File: config.mk
export PLATFORM = sky130hd
export DESIGN_NAME = run_pair_detector
export DESIGN_NICKNAME = d
export VERILOG_FILES = /design/src/rtl/rpd_pkg.sv /design/src/rtl/rpd_next.sv /design/src/rtl/rpd_state_reg.sv /design/src/rtl/rpd_out.sv /design/src/rtl/run_pair_detector.sv
export SDC_FILE = /design/constraint.sdc
export NUM_CORES = 1
export LEC_CHECK = 0
export BUFFER_PORTS_ARGS = -buffer_cell sky130_fd_sc_hd__buf_2
export CORE_AREA = 5 5 42 44
export CTS_CLUSTER_SIZE = 30
export DETAILED_ROUTE_END_ITERATION = 8
export DIE_AREA = 0 0 47 49
export PLACE_DENSITY = 0.3
export SLEW_MARGIN = 15
export SYNTH_ARGS = -nofsm -noshare
export SYNTH_HDL_FRONTEND = slang
export SYNTH_HIERARCHICAL = 1
export SYNTH_SLANG_ARGS = --single-unit
File: constraint.sdc
create_clock -name clk -period 1.3 [get_ports clk]
set_clock_uncertainty 0.15 [all_clocks]
set_input_delay 0.065 -clock clk [delete_from_list [all_inputs] [get_ports clk]]
set_output_delay 0.065 -clock clk [all_outputs]
set_load 0.005 [all_outputs]
File: src/rtl/rpd_pkg.sv
package rpd_pkg;
    localparam int STATE_W = 3;

    typedef enum logic [STATE_W-1:0] {
        ST_IDLE  = 3'd0,
        ST_ONE   = 3'd1,
        ST_ARMED = 3'd2,
        ST_ZERO1 = 3'd3,
        ST_ZERO2 = 3'd4,
        ST_DONE  = 3'd5
    } rpd_state_e;
endpackage

File: src/rtl/rpd_next.sv
module rpd_next
    import rpd_pkg::*;
(
    input  rpd_state_e cur_i,
    input  logic       hold_i,
    input  logic       bit_i,
    output rpd_state_e nxt_o
);
    always_comb begin
        nxt_o = cur_i;
        if (hold_i) begin
            nxt_o = ST_IDLE;
        end else begin
            unique case (cur_i)
                ST_IDLE:  nxt_o = bit_i ? ST_ONE   : ST_IDLE;
                ST_ONE:   nxt_o = bit_i ? ST_ARMED : ST_IDLE;
                ST_ARMED: nxt_o = bit_i ? ST_ARMED : ST_ZERO1;
                ST_ZERO1: nxt_o = bit_i ? ST_ARMED : ST_ZERO2;
                ST_ZERO2: nxt_o = bit_i ? ST_ARMED : ST_DONE;
                ST_DONE:  nxt_o = ST_DONE;
                default:  nxt_o = ST_IDLE;
            endcase
        end
    end
endmodule

File: src/rtl/rpd_state_reg.sv
module rpd_state_reg
    import rpd_pkg::*;
(
    input  logic       clk,
    input  logic       rst_n,
    input  rpd_state_e nxt_i,
    output rpd_state_e cur_o
);
    always_ff @(posedge clk or negedge rst_n) begin
        if (!rst_n) cur_o <= ST_IDLE;
        else        cur_o <= nxt_i;
    end
endmodule

File: src/rtl/rpd_out.sv
module rpd_out
    import rpd_pkg::*;
(
    input  rpd_state_e cur_i,
    output logic       flag_o
);
    always_comb begin
        unique case (cur_i)
            ST_DONE: flag_o = 1'b1;
            default: flag_o = 1'b0;
        endcase
    end
endmodule

File: src/rtl/run_pair_detector.sv
module run_pair_detector
    import rpd_pkg::*;
(
    input  logic clk,
    input  logic rst_n,
    input  logic hold_i,
    input  logic bit_i,
    output logic flag_o
);
    rpd_state_e state_q;
    rpd_state_e state_d;

    rpd_next u_next (
        .cur_i (state_q),
        .hold_i(hold_i),
        .bit_i (bit_i),
        .nxt_o (state_d)
    );

    rpd_state_reg u_reg (
        .clk  (clk),
        .rst_n(rst_n),
        .nxt_i(state_d),
        .cur_o(state_q)
    );

    rpd_out u_out (
        .cur_i (state_q),
        .flag_o(flag_o)
    );
endmodule

==> summary.md <==
| Metric | Value |
|---|---|
| Status | `finished, final reports clean` |
| Grt met3 use | `0.0480` |
| Final hold violation count | `0` |
| Detail Route Antenna Nets | `0` |
| Synth cell types | `15` |
| Setup tns final | `0 ps` |
| Critical path arrival | `970 ps` |
| Starting Density | `0.124` |
| Synthesized net count | `23` |
| Clock period minus worst slack | `1190 ps` |
| # Post-CTS Setup Buffers | `0` |
| IO Pins | `5` |
| Final GP Congestion | `0.642` |
| CP Capture Type | `output port` |
| Share of cells above drive strength 1 | `0.267` |
| Ys Warns | `6` |
| Post-synthesis average cell area | `9.15 µm²` |
| Final net count | `35` |
| GRT overflow | `0` |
| Mapped Area | `174 µm²` |
| Die width | `47 µm` |
| Area of placed instances | `214 µm²` |
| Drt pass-1 iters | `3` |
| H-Tree Depth | `1` |
| Post-synthesis xor/xnor area fraction | `0` |
| DP Cell Count | `39` |
| Design Area, Final | `270 µm²` |
| Largest cells by area after synthesis | `dfrtp_1, o31ai_1, and3b_2, and3b_1, a21boi_0` |
| Core area | `1400 µm²` |
| Die area | `2300 µm²` |
| Leakage | `0.121 nW` |
| Cell row count | `14` |
| Max Freq | `843 MHz` |
| Count of state elements after synthesis | `3` |
| Clock Tree Root | `clkbuf_4` |
| Most common cell in the netlist | `dfrtp_1` |
| Worst IR Drop VDD | `0.169 mV` |
| Initial antenna violation count | `0` |
| PortBufs | `4` |
| HPWL after DPL | `338 µm` |
| Async SR Flop Fraction | `1.00` |
| Post-synthesis compound-gate area fraction | `0.252` |
| Most used routing layer | `met2` |
| CP Max Fanout | `6` |
| Max stage delay on crit path | `420 ps` |
| Post-DR vias/cell | `4.00` |
| Top Registers | `u_reg/cur_o x3` |
| Post-synth EDFFs | `0` |
| Per-cell routed wire length | `9.20 µm` |
| Via count | `184` |
| Largest area contributor in the netlist | `dfrtp_1` |
| Main combinational cell family by area after synthesis | `simple AND/OR/NAND/NOR gates` |
| Grt met2 use | `0.0679` |
| Slowest cell on crit path | `dfrtp_1` |
| CTS tree | `done` |
| Post-route clock period utilization | `0.912` |
| Vias in the first global route | `191` |
| Seq/Total Area, Yosys | `0.432` |
| Ant. Diodes | `0` |
| CP required | `1090 ps` |
| Synth Area in Adders | `0` |
| Reg clk slew, reported paths | `40 ps` |
| Setup violations, final | `0` |
| CTS buffer count | `3` |
| CP Launch Type | `flip-flop` |
| Mux contribution to synthesized area | `0` |
| Critical path, cell by cell | `and3b_1 -> buf_2` |
| First-pass GRT wire length | `765 µm` |
| Yosys top cell area share | `0.432` |
| Clk buf depth | `2` |
| All-Layer GR Usage | `0.0514` |
| Area added between synthesis and finish | `55.4%` |
| RSZ-0062 raised after global routing | `false` |
| Synth Instances | `19` |
| Synth Flop Type | `dfrtp_1` |
| Worst skew pair latency | `230 ps` |
| Total wire length | `423 µm` |
| Synth Area in Simple Gates | `0.295` |
| Worst min path class | `primary input to async pin` |
| Top reg by flops | `u_reg/cur_o` |
| DRC viols | `0` |
| Slew Limit Headroom | `0.863` |
| Pins over their slew limit | `0` |
| GR Util met1 | `0.0462` |
| Max reg flops | `3` |
| Finished Layout Cells | `46` |
| Worst-margin pin slew | `203 ps` |
| Pwr/cell area | `1100 nW/µm²` |
| Synth top cells by count | `dfrtp_1, nor2_1, o31ai_1` |
| Die height | `49 µm` |
| 1st-iter DRT viols | `7` |
| Max cap viols | `0` |
| CP Class | `flip-flop to output port` |
| Pin count of the biggest net entering global routing | `8` |
| Sink Count | `3` |
stage by stage:
stage | hold slack (ps) | utilization | total power [mW] | worst slack, ps
final | 9.04 | 0.193 | 0.297 | 114
after floorplan | -381 | - | 0.117 | 241
after detailed placement | -286 | 0.153 | 0.130 | 141
after global routing | 24.2 | 0.193 | 0.320 | 21.4
after CTS | 3.54 | 0.193 | 0.307 | 93.2
after global placement | -288 | 0.153 | 0.131 | 112
layer usage:
| layer | routed length [µm] | up-vias |
|---|---|---|
| met4 | 0 | 0 |
| met5 | 0 | - |
| met1 | 179 | 87 |
| met2 | 207 | 5 |
| met3 | 37 | 0 |
| li1 | - | 92 |
layout by cell type, fill, tap and decap left out, types with 2 or more instances in the layout:
| cell type | n |
|---|---|
| o31ai_1 | 2 |
| clkbuf_4 | 3 |
| nor2_1 | 2 |
| dfrtp_1 | 3 |
| dlygate4sd3_1 | 3 |
| buf_2 | 4 |
worst paths after layout:
path / startpoint / end / slack, ps / cells after the start
worst max-delay path: u_reg/cur_o[1] / flag_o / 110 / 2
worst min-delay path: rst_n / u_reg/cur_o[2] / 9 / 2
worst max register to register: u_reg/cur_o[1] / u_reg/cur_o[0] / 130 / 3
worst min register to register: u_reg/cur_o[1] / u_reg/cur_o[0] / 400 / 1
max in group asynchronous: rst_n / u_reg/cur_o[1] / 880 / 2
min in group clk: u_reg/cur_o[1] / u_reg/cur_o[0] / 400 / 1
area by class of cell:
type                            count  area [µm²]
Inverter                            1        3.75
Fill cell                         166        1130
Tap cell                           16        20.0
Sequential cell                     3        75.1
Multi-Input combinational cell     15        95.1
Timing Repair Buffer                7        50.0
Clock buffer                        4        26.3
cell families (layout without fill, tap and decap cells):
kind of cell / count (synthesis) / after routing
and+or+nand+nor: 8 / 8
buffers and inverters: 1 / 12
DFF: 3 / 3
AOI/OAI and AO/OA: 7 / 7
worst max-delay path: cells and delay by family, from the launching register on:
kind / cells / cell delay, ps
buf+inv: 1 / 100
flops: 1 / 420
simple gates: 1 / 220
power breakdown:
group | internal [mW] | total, mW | switching, mW
logic | 0.0164 | 0.0285 | 0.0121
registers | 0.0989 | 0.107 | 0.00779
clock network | 0.115 | 0.162 | 0.0470
total | 0.230 | 0.297 | 0.0669
repair_timing:
item                                    in CTS  in global routing
endpoints found under the setup margin       0                  0
hold buffers                                 3                  0
resized for setup                            0                  0
endpoints found under the hold margin        6                  0
Power figures use the tool's default switching activity.
